[src/rtl/evtq_pkg.sv]
package evtq_pkg;
  localparam int BEAT_W    = 64;
  localparam int BEATS     = 4;
  localparam int BEAT_IW   = $clog2(BEATS);
  localparam int REC_BYTES = 32;
  localparam int SLOT_SH   = $clog2(REC_BYTES);
  localparam int BYTE_SH   = $clog2(BEAT_W / 8);

  // Fault type codes the translation logic is expected to present
  localparam logic [7:0] EVC_UNSUPPORTED = 8'h01;
  localparam logic [7:0] EVC_BAD_CONFIG  = 8'h02;
  localparam logic [7:0] EVC_XLATE       = 8'h10;
  localparam logic [7:0] EVC_ADDR_SIZE   = 8'h11;
  localparam logic [7:0] EVC_ACCESS_FLAG = 8'h12;
  localparam logic [7:0] EVC_PERMISSION  = 8'h13;

  typedef struct packed {
    logic [7:0]  code;
    logic [31:0] sid;
    logic [31:0] info;
    logic [63:0] addr;
  } evt_rec_t;

  typedef enum logic {ST_IDLE, ST_WRITE} prod_state_t;
endpackage

[src/rtl/evtq_ptrs.sv]
module evtq_ptrs #(
  parameter int IW = 6
) (
  input  logic          clk,
  input  logic          rst,
  input  logic          commit,
  input  logic          cons_wr_en,
  input  logic [IW:0]   cons_wr_idx,
  output logic [IW:0]   prod_q,
  output logic [IW:0]   cons_q,
  output logic          full,
  output logic          empty
);
  always_ff @(posedge clk) begin
    if (rst) begin
      prod_q <= '0;
      cons_q <= '0;
    end else begin
      if (commit)     prod_q <= prod_q + (IW+1)'(1);
      if (cons_wr_en) cons_q <= cons_wr_idx;
    end
  end

  always_comb begin
    empty = (prod_q == cons_q);
    full  = (prod_q[IW-1:0] == cons_q[IW-1:0]) && (prod_q[IW] != cons_q[IW]);
  end
endmodule

[src/rtl/evtq_fmt.sv]
module evtq_fmt
  import evtq_pkg::*;
(
  input  evt_rec_t               rec,
  input  logic [BEAT_IW-1:0]     beat,
  output logic [BEAT_W-1:0]      data
);
  always_comb begin
    case (beat)
      2'd0:    data = {rec.sid, 24'd0, rec.code};
      2'd1:    data = {32'd0, rec.info};
      2'd2:    data = rec.addr;
      default: data = '0;
    endcase
  end
endmodule

[src/rtl/evtq_producer.sv]
module evtq_producer
  import evtq_pkg::*;
#(
  parameter int DEPTH = 64,
  parameter int AW    = 48,
  parameter int SIDW  = 32,
  parameter int VAW   = 64,
  localparam int IW   = $clog2(DEPTH)
) (
  input  logic              clk,
  input  logic              rst,
  input  logic [AW-1:0]     cfg_base,
  input  logic              evt_valid,
  output logic              evt_ready,
  input  logic [7:0]        evt_type,
  input  logic [SIDW-1:0]   evt_sid,
  input  logic [31:0]       evt_info,
  input  logic [VAW-1:0]    evt_addr,
  input  logic              cons_wr_en,
  input  logic [IW:0]       cons_wr_idx,
  output logic [IW:0]       prod_idx,
  output logic              wr_req,
  output logic [AW-1:0]     wr_addr,
  output logic [BEAT_W-1:0] wr_data,
  input  logic              wr_ack,
  output logic              irq,
  output logic              ovf_flag
);
  localparam int OFF_W = IW + SLOT_SH;

  prod_state_t          state_q;
  evt_rec_t             rec_q;
  logic [BEAT_IW-1:0]   beat_q;
  logic                 irq_q;
  logic                 ovf_q;
  logic [IW:0]          prod_q;
  logic [IW:0]          cons_q;
  logic                 q_full;
  logic                 q_empty;
  logic                 accept;
  logic                 take;
  logic                 drop;
  logic                 last_ack;
  logic [OFF_W-1:0]     offset;

  assign accept   = evt_valid && (state_q == ST_IDLE);
  assign take     = accept && !q_full;
  assign drop     = accept && q_full;
  assign last_ack = (state_q == ST_WRITE) && wr_ack && (beat_q == BEAT_IW'(BEATS - 1));

  evtq_ptrs #(.IW(IW)) u_ptrs (
    .clk         (clk),
    .rst         (rst),
    .commit      (last_ack),
    .cons_wr_en  (cons_wr_en),
    .cons_wr_idx (cons_wr_idx),
    .prod_q      (prod_q),
    .cons_q      (cons_q),
    .full        (q_full),
    .empty       (q_empty)
  );

  always_ff @(posedge clk) begin
    if (rst) begin
      state_q <= ST_IDLE;
      rec_q   <= '0;
      beat_q  <= '0;
      irq_q   <= 1'b0;
      ovf_q   <= 1'b0;
    end else begin
      irq_q <= 1'b0;
      if (take) begin
        rec_q.code <= evt_type;
        rec_q.sid  <= 32'(evt_sid);
        rec_q.info <= evt_info;
        rec_q.addr <= 64'(evt_addr);
        beat_q     <= '0;
        state_q    <= ST_WRITE;
      end
      if (drop) ovf_q <= ~ovf_q;
      if (state_q == ST_WRITE && wr_ack) begin
        if (last_ack) begin
          state_q <= ST_IDLE;
          irq_q   <= q_empty;
        end else begin
          beat_q <= beat_q + BEAT_IW'(1);
        end
      end
    end
  end

  evtq_fmt u_fmt (
    .rec  (rec_q),
    .beat (beat_q),
    .data (wr_data)
  );

  assign offset    = {prod_q[IW-1:0], beat_q, BYTE_SH'(0)};
  assign wr_addr   = cfg_base + AW'(offset);
  assign wr_req    = (state_q == ST_WRITE);
  assign evt_ready = (state_q == ST_IDLE);
  assign prod_idx  = prod_q;
  assign irq       = irq_q;
  assign ovf_flag  = ovf_q;
endmodule

[config.mk]
export PLATFORM = sky130hd
export DESIGN_NAME = evtq_producer
export DESIGN_NICKNAME = d
export VERILOG_FILES = /design/src/rtl/evtq_pkg.sv /design/src/rtl/evtq_ptrs.sv /design/src/rtl/evtq_fmt.sv /design/src/rtl/evtq_producer.sv
export SDC_FILE = /design/constraint.sdc
export NUM_CORES = 1
export LEC_CHECK = 0
export BUFFER_PORTS_ARGS = -buffer_cell sky130_fd_sc_hd__buf_2
export CAP_MARGIN = 20
export CORE_AREA = 2 2 125 127
export CTS_BUF_LIST = sky130_fd_sc_hd__clkbuf_8
export CTS_CLUSTER_DIAMETER = 150
export DETAILED_ROUTE_END_ITERATION = 8
export DIE_AREA = 0 0 127 129
export PLACE_DENSITY = 0.84
export SLEW_MARGIN = 5
export SYNTH_ARGS = -nofsm -noshare
export SYNTH_HDL_FRONTEND = slang
export SYNTH_SLANG_ARGS = --single-unit
[constraint.sdc]
create_clock -name clk -period 7.8 [get_ports clk]
set_clock_uncertainty 0.15 [all_clocks]
set_input_delay 1.56 -clock clk [delete_from_list [all_inputs] [get_ports clk]]
set_output_delay 1.56 -clock clk [all_outputs]
set_load 0.005 [all_outputs]
Word-level counts from Yosys, hierarchy flattened --
Cells that the tools add are included.
Storage, ports and cells: register bits 155, bits of input ports 196, output and inout bits 123, logic and storage cells 39
Operators by class: add/subtract/negate cells 3, eq/ne operators 6, muxes and demuxes 7, bitwise logic cells 4, reductions and logical operators 9
Operators with widths (count):
- $pmux W64 S3 | 1
- $add A48 B11 Y48 | 1
- $add A7 B1 Y7 const B | 1
- $eq A7 B7 Y1 | 1
- $eq A6 B6 Y1 | 1
- $logic_and A1 B1 Y1 | 6
- $mux W2 | 3
- $eq A2 B2 Y1 const B | 2
- $not A1 Y1 | 4
- $mux W1 | 3
- $reduce_or A3 Y1 | 1
- $add A2 B1 Y2 const B | 1
- $eq A2 B1 Y1 const B | 1
- $logic_not A2 Y1 | 1
- $logic_not A1 Y1 | 1
- $ne A1 B1 Y1 | 1

Depth between registers and ports, before layout --
Gate-level depths: netlist (run 1).
depth after elaboration 7, depth in mapped cells 8

Modules after synthesis --
A second synthesis (run 1) with hierarchy kept.
Second synthesis, totals: cells, all modules 959, area, all modules 7503.4 µm²
Modules (own cells, without submodules):
- evtq_producer | instances 1, cells each 770, area an instance 5943.2 µm²
- evtq_fmt | instances 1, cells each 123, area an instance 939.7 µm²
- evtq_ptrs | instances 1, cells each 66, area an instance 620.6 µm²

Worst setup path before layout (run 1) --
OpenSTA, ideal clock, no wires.
path kind in2out, from in cfg_base[3], to out wr_addr[39], arrival 3.444 ns, required time 6.090 ns, setup slack 2.646 ns, stages on the path 8, path buffers 1, cells stage by stage ha_1 > fa_1 > a211oi_1 > o21bai_1 > o211ai_1 > buf_4 > nor3_1 > xnor2_1
Between the ends: longest elaborated chain between the ends 1
RTL lines:
- from (decl) | line evtq_producer.sv:12 | input logic [AW-1:0] cfg_base,
- $add A48 B11 Y48 | line evtq_producer.sv:99 | assign wr_addr = cfg_base + AW'(offset);
- to (decl) | line evtq_producer.sv:23 | output logic [AW-1:0] wr_addr,
Every way passes these cells.

Worst setup path in the final report (run 1) --
from in cfg_base[3], to out wr_addr[19]
Same word-level chain as after synthesis.

==> flow_summary_export.csv, run 1 <==
group,metric,value,unit
cts,htreeDepth,4,
logic_synthesis,syn_area_per_cell,7.46,um2
finish,layout.cells.most_common_list,"311 x buf_2, 296 x nand2_1, 155 x dfxtp_1, 144 x a21oi_1, 98 x nor2_1",
cts,cts_tree,"done",
critical_path,r2r_slack,4.68,ns
logic_synthesis,syn_inst,1005,
cts,postCtsResizedCells,0,
critical_path,critPathLaunchType,"primary input",
cts,numCtsBuffers,17,
drt,viasPerCell,5.42,
finish,stdcell_area,9500,um2
logic_synthesis,synth.ff_latch_count,155,
critical_path,slowest_delay,0.47,ns
logic_synthesis,yosys_most_used_dff,"dfxtp_1",
pwr,leakagePower,4.34,nW
logic_synthesis,ys_seq_area_frac,0.414,
finish,seq_area,3100,um2
cts,clkTransAtPathRegs,0.08,ns
cts,clock_latency,0.45,ns
sta,min_period,5.37,ns
critical_path,end_kind,"output pin",
pwr,irDropWorstVdd,0.129,mV
floorplanning,core_area,15000,um2
finish,nets,1480,
finish,fin_util,0.634,
placed_design,hpwlAfterDp,16100,um
sta,period_share,0.688,
global_routing,grt_overflow,0,
drt,firstDrtPassIters,5,
cts,cts.sinks,155,
global_routing,grtUsageTotal,0.274,
sta,rsz0062_at_grt,"no",
sta,tightest_slew,0.906,ns
sta,hold_viol,0,
run_status,status,"completed",
placed_design,place_area,9060,um2
sta,slew-limit-headroom,0.396,
worst_hold_path,hp-class,"register to register",
cts,cts_hold_buf,0,
critical_path,cp_common_cell,"buf_2",
placed_design,gp_congestion,0.895,
floorplanning,die_w,127,um
logic_synthesis,synth_edf_count,0,
floorplanning,die_area,16400,um2
logic_synthesis,synthesis.nets,1216,
drt,routed_wl,23100,um
critical_path,slowest_stage,"o2111ai_1",
floorplanning,num_rows,45,
critical_path,crit_chain,"buf_2, ha_1, fa_1, a211oi_1, o21bai_1, o2111ai_1, nor2_1, xor2_1, buf_2",
global_routing,grt_pass1_wl,36200,um
drt,routed-via-count,7970,
sta,finalSetupTns,0,ns
global_routing,grt_antenna_before_repair,1,
critical_path,worst-path-max-fanout,5,
finish,final_common_cell,"buf_2",
job,max-cap-violations,0,
critical_path,required,6.09,ns
finish,area_growth,26.7,%
drt,drc,0,
global_routing,grt_pass1_vias,7367,
logic_synthesis,ys_types,43,
floorplanning,dieHeight,129,um
sta,clock.fmax,186,MHz
cts,cts_setup_buffers,0,
cts,clk_path_buf_depth,2,
drt,post_drt_wl_per_cell,15.7,um
sta,slew_violations,0,
critical_path,path_class,"primary input to output pin",
finish,multi_input_area,4060,um2
logic_synthesis,syn-cell-area,7500,um2
critical_path,cp.arrival,3.66,ns
global_routing,grt_max_degree,88,
cts,cts_root_buf,"clkbuf_8",
logic_synthesis,synth_warnings,0,
sta,finalSetupViolCount,0,
floorplanning,ioPinCount,319,
pwr,power.density,189,nW/um2
logic_synthesis,synth_async_sr_flop_share,0,
finish,fillCellCount,1345,
placed_design,io_buffers,312,
finish,drive_above_1_share,0.281,
drt,postRouteAntennaNets,0,
floorplanning,start_util,0.501,
drt,drt-initial-drc-count,600,
finish,antennaDiodeCount,0,
==> synth_stat cells (2+ instances only) <==
library cell	count	area, um2
a211oi_1	3	22.5
a21o_1	3	22.5
a21oi_1	144	721
a222oi_1	8	80.1
a22oi_1	56	420
a31oi_1	2	12.5
and3_1	5	31.3
and4_1	3	26.3
buf_1	6	22.5
buf_2	19	95.1
buf_4	4	30.0
clkbuf_1	47	176
dfxtp_1	155	3100
ha_1	14	175
inv_1	9	33.8
mux2i_1	7	70.1
nand2_1	296	1110
nand3_1	19	95.1
nand4_1	10	62.6
nor2_1	98	368
nor3_1	13	65.1
nor4_1	3	18.8
nor4_2	2	25.0
o211ai_1	4	30.0
o21ai_0	3	15.0
xnor2_1	25	219
xor2_1	31	272
==> worst paths after layout <==
path / startpoint / endpoint / cells after the start
worst max-delay path: cfg_base[3] / wr_addr[19] / 9
worst min-delay path: rec_q[16] / rec_q[16] / 2
worst max register to register: u_ptrs.prod_q[4] / rec_q[20] / 7
worst min register to register: rec_q[16] / rec_q[16] / 2
==> registers in the layout (all words and copies together) (netlist names) <==
register / count
ovf_flag: 1
irq: 1
wr_req: 1
beat_q: 2
rec_q: 136
u_ptrs.cons_q: 7
u_ptrs.prod_q: 7
==> worst max-delay path, delay by kind of cell <==
family	cells	cell delay (ns)
AO/OA/AOI/OAI	3	0.88
XOR/XNOR	1	0.16
AND/OR/NAND/NOR	1	0.12
buffers and inverters	2	0.29
adder cells (fa/ha/maj)	2	0.64
==> per-layer routing <==
metal,up-vias,GRT usage,routed length (um)
met1,3651,0.314,9030
met3,76,0.0674,1650
met2,319,0.479,11400
met4,2,0.133,974
met5,-,0,10
li1,3922,-,-
==> power by group <==
group	internal, mW	total (mW)	switching, mW
Clock	0.350	0.656	0.307
Sequential	0.841	0.867	0.0263
Combinational	0.115	0.275	0.160
==> cell families after synthesis <==
logic type	Yosys count	synth area share
AO/OA/AOI/OAI	231	0.188
AND/OR/NAND/NOR	456	0.250
buffers and inverters	85	0.0477
adder cells (fa/ha/maj)	15	0.0260
XOR/XNOR	56	0.0654
multiplexers	7	0.00935
flip-flops	155	0.414
==> area by class of cell <==
| class | instances | share of cell area |
|---|---|---|
| Sequential cell | 155 | 0.327 |
| Multi-Input combinational cell | 765 | 0.428 |
| Clock buffer | 17 | 0.0246 |
| Clock inverter | 15 | 0.0207 |
| Inverter | 9 | 0.00356 |
| Timing Repair Buffer | 321 | 0.172 |
| Tap cell | 188 | 0.0248 |
==> metrics by stage <==
step | hold slack [ns] | power (mW) | cells | worst slack, ns
floorplan | 0.286 | 1.04 | 1005 | 2.65
global placement | 0.291 | 1.15 | 1438 | 2.47
global route | 0.320 | 1.89 | 1470 | 2.27
finish | 0.308 | 1.80 | 1470 | 2.43
CTS | 0.308 | 1.81 | 1470 | 2.43
detailed placement | 0.296 | 1.16 | 1438 | 2.47
No activity file was read; power rests on OpenSTA's default activity.
==> inputs of run 2 (changes only) <==
--- a/config.mk
+++ b/config.mk
@@ -5,14 +5,14 @@
 export SDC_FILE = /design/constraint.sdc
 export NUM_CORES = 1
 export LEC_CHECK = 0
+export ABC_AREA = 1
 export BUFFER_PORTS_ARGS = -buffer_cell sky130_fd_sc_hd__buf_2
 export CAP_MARGIN = 20
-export CORE_AREA = 2 2 125 127
+export CORE_UTILIZATION = 47
 export CTS_BUF_LIST = sky130_fd_sc_hd__clkbuf_8
 export CTS_CLUSTER_DIAMETER = 150
 export DETAILED_ROUTE_END_ITERATION = 8
-export DIE_AREA = 0 0 127 129
-export PLACE_DENSITY = 0.84
+export PLACE_DENSITY = 0.8
 export SLEW_MARGIN = 5
 export SYNTH_ARGS = -nofsm -noshare
 export SYNTH_HDL_FRONTEND = slang
==> constraint.sdc (replaced) <==
create_clock -name clk -period 4.76 [get_ports clk]
set_clock_uncertainty 0.15 [all_clocks]
set_input_delay 0.952 -clock clk [delete_from_list [all_inputs] [get_ports clk]]
set_output_delay 0.952 -clock clk [all_outputs]
set_load 0.005 [all_outputs]
==> run 2 against run 1 <==
The flow now finishes with violations (design-rule violations); first-iteration DRC count is 1.3% lower; setup slack worse by 1.6 ns; synthesized cell count is 32% higher; die area is 24% higher; hold slack better by 0.0082 ns; via count is 22% higher; clock power is 46% higher; final cell count is 27% higher; critical path depth is 4 higher; register-to-register slack worse by 2.9 ns.
==> flow_summary_export.csv, run 2 <==
group,metric,value,unit
placed_design,dp.cells,1833,
logic_synthesis,yosys.area.top_type,"dfxtp_1",
finish,layout.cells.most_common_list,"347 x nand2_1, 311 x buf_2, 185 x nand3_1, 155 x dfxtp_1, 112 x a21oi_1",
cts,clk_path_buf_depth,2,
finish,largest_reg_flops,136,
cts,cts.sinks,155,
sta,tightest_slew,0.894,ns
logic_synthesis,synthesis.nets,1541,
finish,largest-register,"rec_q",
critical_path,crit_chain,"buf_2, ha_1, fa_1, nand2_1, nand2_1, and2_1, nand2_1, nand2_1, nand2_1, inv_1, nand3b_1, nand2_1, buf_2",
sta,finalSetupTns,0,ns
critical_path,required,3.66,ns
floorplanning,core_area,19500,um2
floorplanning,die_area,20400,um2
logic_synthesis,syn_inst,1330,
cts,numCtsBuffers,17,
drt,viasPerCell,5.20,
logic_synthesis,syn-cell-area,9310,um2
pwr,irDropWorstVdd,0.187,mV
logic_synthesis,synthTopCellsByCount,"347 x nand2_1, 185 x nand3_1, 155 x dfxtp_1",
logic_synthesis,synth_edf_count,0,
floorplanning,ioPinCount,319,
critical_path,worst-path-max-fanout,7,
sta,finalSetupViolCount,0,
sta,period_share,0.817,
run_status,violations,"design-rule violations",
finish,final_cells,1866,
sta,post-route-worst-setup-slack,0.873,ns
critical_path,slowest_stage,"fa_1",
placed_design,place_area,10800,um2
logic_synthesis,ys_types,31,
drt,routed_wl,28900,um
drt,drc,2,
pwr,finalPower,3.01,mW
finish,top_regs,"rec_q x136, u_ptrs.cons_q x7, u_ptrs.prod_q x7",
drt,post_drt_wl_per_cell,15.5,um
logic_synthesis,synth_warnings,0,
sta,timing.hold.ws,0.316,ns
global_routing,grtUsageTotal,0.278,
sta,hold_viol,0,
finish,nets,1798,
global_routing,grt_overflow,0,
pwr,clkPwrFrac,0.319,
sta,rsz0062_at_grt,"no",
logic_synthesis,synth_async_sr_flop_share,0,
sta,min_period,3.89,ns
placed_design,hpwlAfterDp,20700,um
floorplanning,start_util,0.479,
drt,postRouteAntennaNets,0,
drt,routed-via-count,9707,
cts,postCtsResizedCells,0,
critical_path,cp_num_buf_inv,3,
logic_synthesis,ys_seq_area_frac,0.333,
worst_hold_path,hp-class,"register to register",
drt,drt-initial-drc-count,592,
pwr,sequentialPowerShare,0.476,
critical_path,path_class,"primary input to output pin",
critical_path,slowest_delay,0.41,ns
run_status,status,"complete, but fails checks",
cts,htreeDepth,4,
finish,final_common_cell,"nand2_1",
finish,area_growth,19.6,%
finish,fillCellCount,1897,
pwr,leakagePower,4.95,nW
pwr,power.density,270,nW/um2
pwr,swShare,0.327,
logic_synthesis,yosys.cell_count.top_type,"nand2_1",
pwr,intPower,2.03,mW
critical_path,path_delay_family,"simple AND/OR/NAND/NOR gates",
logic_synthesis,synth.ff_latch_count,155,
sta,slew_violations,0,
cts,cts_root_buf,"clkbuf_8",
finish,fin_util,0.572,
critical_path,critPathLaunchType,"primary input",
pwr,comb_power_share,0.204,
cts,clkTransAtPathRegs,0.08,ns
finish,drive_above_1_share,0.357,
placed_design,io_buffers,312,
cts,cts_tree,"done",
drt,firstDrtPassIters,7,
floorplanning,dieHeight,143,um
placed_design,gp_congestion,0.976,
logic_synthesis,yosys_most_used_dff,"dfxtp_1",
critical_path,cp_common_cell,"nand2_1",
cts,clock_latency,0.47,ns
global_routing,grt_pass1_wl,44700,um
placed_design,dpl_worst_slack,0.872,ns
logic_synthesis,yosys-top-cells-area,"dfxtp_1 33%, nand2_1 14%, nand3_1 9.9%",
cts,cts_hold_buf,0,
job,max-cap-violations,0,
global_routing,grt_antenna_before_repair,2,
sta,clock.fmax,257,MHz
global_routing,grt_max_degree,100,
cts,cts_setup_buffers,0,
pwr,p_sw,0.983,mW
sta,slew-limit-headroom,0.404,
logic_synthesis,syn_area_per_cell,7.00,um2
critical_path,cp.arrival,2.79,ns
critical_path,end_kind,"output pin",
finish,stdcell_area,11100,um2
global_routing,grt_pass1_vias,8901,
floorplanning,die_w,143,um
logic_synthesis,synth_top_area_share,0.333,
floorplanning,num_rows,51,
[run 2: cell count changes in the layout (fill, tap and decap cells not counted), sizes merged, moves of 11 or more]
cell   change
nand3    +166
o21ai     +15
nor2      -31
nand2    +153
xnor2     -18
inv       +73
a22oi     -56
a21oi     +68
xor2      -11
[run 2: power by group through the flow]
stage | clock network (mW) | registers [mW] | logic [mW]
floorplan | 0 | 1.45 | 0.430
global placement | 0 | 1.46 | 0.606
detailed placement | 0 | 1.46 | 0.613
CTS | 0.977 | 1.43 | 0.615
global route | 1.03 | 1.44 | 0.675
finish | 0.961 | 1.43 | 0.615
[run 2: worst register-to-register path: cells and delay by family (launching register included)]
kind,cells,cell delay (ns)
flip-flops,1,0.47
buffers and inverters,2,1.14
AND/OR/NAND/NOR,6,1.00
AO/OA/AOI/OAI,1,0.06
[run 2: cell families after synthesis]
| group | Yosys count | share of synthesized area |
|---|---|---|
| compound gates | 230 | 0.164 |
| xor+xnor | 27 | 0.0262 |
| fa+ha+maj | 15 | 0.0210 |
| buf+inv | 167 | 0.0955 |
| flops | 155 | 0.333 |
| simple gates | 736 | 0.360 |
[run 2: path summary, 6_finish.rpt]
path | start | endpoint | slack, ns | cells past startpoint
max reg2reg | u_ptrs.prod_q[2] | rec_q[70] | 1.79 | 9
max | cfg_base[3] | wr_addr[47] | 0.87 | 13
min reg2reg | rec_q[68] | rec_q[68] | 0.32 | 2
min | rec_q[68] | rec_q[68] | 0.32 | 2
[run 2: final cells by class]
class | count | area, um2 | share of cell area
antenna | 1 | 2.50 | 0.000225
clock buffer | 19 | 262 | 0.0235
clock inverter | 13 | 111 | 0.0100
inverter | 81 | 304 | 0.0273
multi-input combinational | 1008 | 5340 | 0.480
sequential | 155 | 3100 | 0.279
tap | 265 | 332 | 0.0298
timing repair buffer | 324 | 1680 | 0.151
[run 2: routing by layer]
layer,up-vias,GRT usage,wire (um)
met2,377,0.467,13700
li1,4837,-,-
met5,-,0,11
met3,58,0.0714,2170
met1,4433,0.340,12200
met4,2,0.104,868
==> inputs of run 3 (changes only) <==
--- a/config.mk
+++ b/config.mk
@@ -8,11 +8,11 @@
 export ABC_AREA = 1
 export BUFFER_PORTS_ARGS = -buffer_cell sky130_fd_sc_hd__buf_2
 export CAP_MARGIN = 20
-export CORE_UTILIZATION = 47
+export CORE_UTILIZATION = 53
 export CTS_BUF_LIST = sky130_fd_sc_hd__clkbuf_8
 export CTS_CLUSTER_DIAMETER = 150
 export DETAILED_ROUTE_END_ITERATION = 8
-export PLACE_DENSITY = 0.8
+export PLACE_DENSITY = 0.85
 export SLEW_MARGIN = 5
 export SYNTH_ARGS = -nofsm -noshare
 export SYNTH_HDL_FRONTEND = slang
==> constraint.sdc (replaced) <==
create_clock -name clk -period 3.9 [get_ports clk]
set_clock_uncertainty 0.15 [all_clocks]
set_input_delay 0.78 -clock clk [delete_from_list [all_inputs] [get_ports clk]]
set_output_delay 0.78 -clock clk [all_outputs]
set_load 0.005 [all_outputs]
==> run 3 against run 2 <==
The run now ends clean; count of clock-buffer cells in the layout fell by 1; die area fell by 11%; combinational power rose by 23%; global-route usage rose by 3.7 points; core utilization rose by 7.5 points; first-iteration DRC count rose by 31%; clock power rose by 30%; power rose by 25%; sequential share of layout area barely moved; critical endpoint unchanged.
==> flow_summary_export.csv, run 3 (synthesis gave the netlist of run 2 again) <==
group,metric,value,unit
floorplanning,die_area,18100,um2
global_routing,grt_overflow,0,
global_routing,grt_antenna_before_repair,3,
drt,routed_wl,29200,um
sta,slew-limit-headroom,0.411,
placed_design,dpl_worst_slack,0.322,ns
floorplanning,dieHeight,135,um
cts,numCtsBuffers,17,
sta,post-route-worst-setup-slack,0.313,ns
critical_path,path_delay_family,"simple AND/OR/NAND/NOR gates",
critical_path,r2r_cells,8,
finish,nets,1799,
critical_path,required,2.97,ns
finish,drive_above_1_share,0.357,
finish,fin_util,0.647,
finish,final_cells,1830,
sta,rsz0062_at_grt,"no",
sta,clock.fmax,279,MHz
floorplanning,ioPinCount,319,
finish,layout.cells.most_common_list,"347 x nand2_1, 311 x buf_2, 185 x nand3_1, 155 x dfxtp_1, 112 x a21oi_1",
drt,drt-initial-drc-count,774,
global_routing,grt_max_degree,139,
critical_path,r2r_slack,1.11,ns
placed_design,gp_congestion,0.969,
floorplanning,core_area,17200,um2
sta,period_share,0.920,
floorplanning,start_util,0.540,
placed_design,dp.cells,1794,
cts,clock_latency,0.44,ns
drt,viasPerCell,5.38,
finish,area_growth,19.7,%
critical_path,cp_num_buf_inv,3,
critical_path,critPathLaunchType,"primary input",
critical_path,r2r-end,"rec_q[133]",
cts,clkTransAtPathRegs,0.08,ns
placed_design,hpwlAfterDp,20900,um
sta,hold_viol,0,
drt,drc,0,
drt,firstDrtPassIters,5,
critical_path,worst-path-max-fanout,7,
worst_hold_path,whs_path_depth,2,
drt,post_drt_wl_per_cell,15.9,um
drt,routed-via-count,9851,
cts,cts_setup_buffers,0,
critical_path,crit_chain,"buf_2, ha_1, fa_1, nand2_1, nand2_1, and2_1, nand2_1, nand2_1, nand2_1, inv_1, nand3b_1, nand2_1, buf_2",
placed_design,place_area,10700,um2
sta,finalSetupViolCount,0,
critical_path,cp-startpoint,"cfg_base[3]",
cts,cts_tree,"done",
run_status,status,"completed",
cts,postCtsResizedCells,0,
critical_path,slowest_delay,0.41,ns
finish,largest_reg_flops,136,
sta,tightest_slew,0.884,ns
cts,cts.sinks,155,
cts,htreeDepth,4,
global_routing,grt_pass1_wl,45100,um
global_routing,grtUsageTotal,0.315,
finish,top_regs,"rec_q x136, u_ptrs.cons_q x7, u_ptrs.prod_q x7",
cts,cts_root_buf,"clkbuf_8",
global_routing,grt_pass1_vias,9037,
worst_hold_path,hp-start,"rec_q[72]",
job,max-cap-violations,0,
pwr,irDropWorstVdd,0.277,mV
critical_path,path_class,"primary input to output pin",
critical_path,cp.arrival,2.66,ns
critical_path,slowest_stage,"fa_1",
critical_path,end_kind,"output pin",
critical_path,cp_common_cell,"nand2_1",
finish,stdcell_area,11200,um2
drt,postRouteAntennaNets,0,
finish,largest-register,"rec_q",
sta,min_period,3.59,ns
worst_hold_path,hp-class,"register to register",
pwr,power.density,337,nW/um2
cts,clk_path_buf_depth,2,
sta,finalSetupTns,0,ns
finish,final_common_cell,"nand2_1",
sta,slew_violations,0,
pwr,leakagePower,4.98,nW
floorplanning,num_rows,48,
placed_design,io_buffers,312,
worst_hold_path,min_to,"rec_q[72]",
floorplanning,die_w,135,um
cts,cts_hold_buf,0,
critical_path,r2r-start,"u_ptrs.prod_q[2]",
## run 3: cell count changes in the layout (fill, tap and decap cells not counted)
| cell | previous run | this run |
|---|---|---|
| buf_12 | 2 | 3 |
| bufinv_16 | 0 | 2 |
| clkbuf_8 | 19 | 18 |
| clkinv_4 | 1 | 2 |
| clkinv_8 | 1 | 0 |
| clkinvlp_4 | 3 | 2 |
| diode_2 | 1 | 4 |
| inv_6 | 5 | 4 |
| inv_8 | 1 | 2 |
## run 3: where the power goes
part | leakage (nW) | internal [mW] | switching, mW
registers | 1.27 | 1.68 | 0.0683
clock network | 0.206 | 0.601 | 0.651
logic | 3.50 | 0.299 | 0.460
## run 3: cell type report
| class | count | area, um2 |
|---|---|---|
| fillers | 1555 | 6090 |
| multi-input cells | 1008 | 5340 |
| flip-flops and latches | 155 | 3100 |
| repair buffers | 325 | 1700 |
| inverters | 81 | 304 |
| well taps | 225 | 282 |
| clock buffers | 18 | 248 |
| clock inverters | 14 | 159 |
| diodes | 4 | 10.0 |
## run 3: stage by stage
| stage | hold WS (ns) | total power [mW] |
|---|---|---|
| after global routing | 0.329 | 3.93 |
| after CTS | 0.317 | 3.78 |
| after detailed placement | 0.303 | 2.54 |
| after global placement | 0.299 | 2.52 |
| after floorplan | 0.289 | 2.30 |
| final | 0.316 | 3.76 |
## run 3: how the worst max path moves through the flow
stage                       end  slack, ns  cells past startpoint
finish              wr_addr[47]       0.31                     13
global route        wr_addr[47]       0.09                     13
CTS                 wr_addr[47]       0.32                     13
detailed placement  wr_addr[47]       0.32                     13
global placement    wr_addr[47]       0.38                     14
floorplan           wr_addr[47]       0.76                     12
## run 3: per-layer routing
metal	part of all wire	GRT usage
met5	0	0
met4	0.041	0.154
met3	0.073	0.0634
met2	0.48	0.524
met1	0.40	0.388
## run 3: worst register-to-register path: cells and delay by family, from the launching register on
kind	cells	cell delay, ns
buffers and inverters	2	1.25
and+or+nand+nor	5	0.68
DFF	1	0.46
AOI/OAI and AO/OA	1	0.20
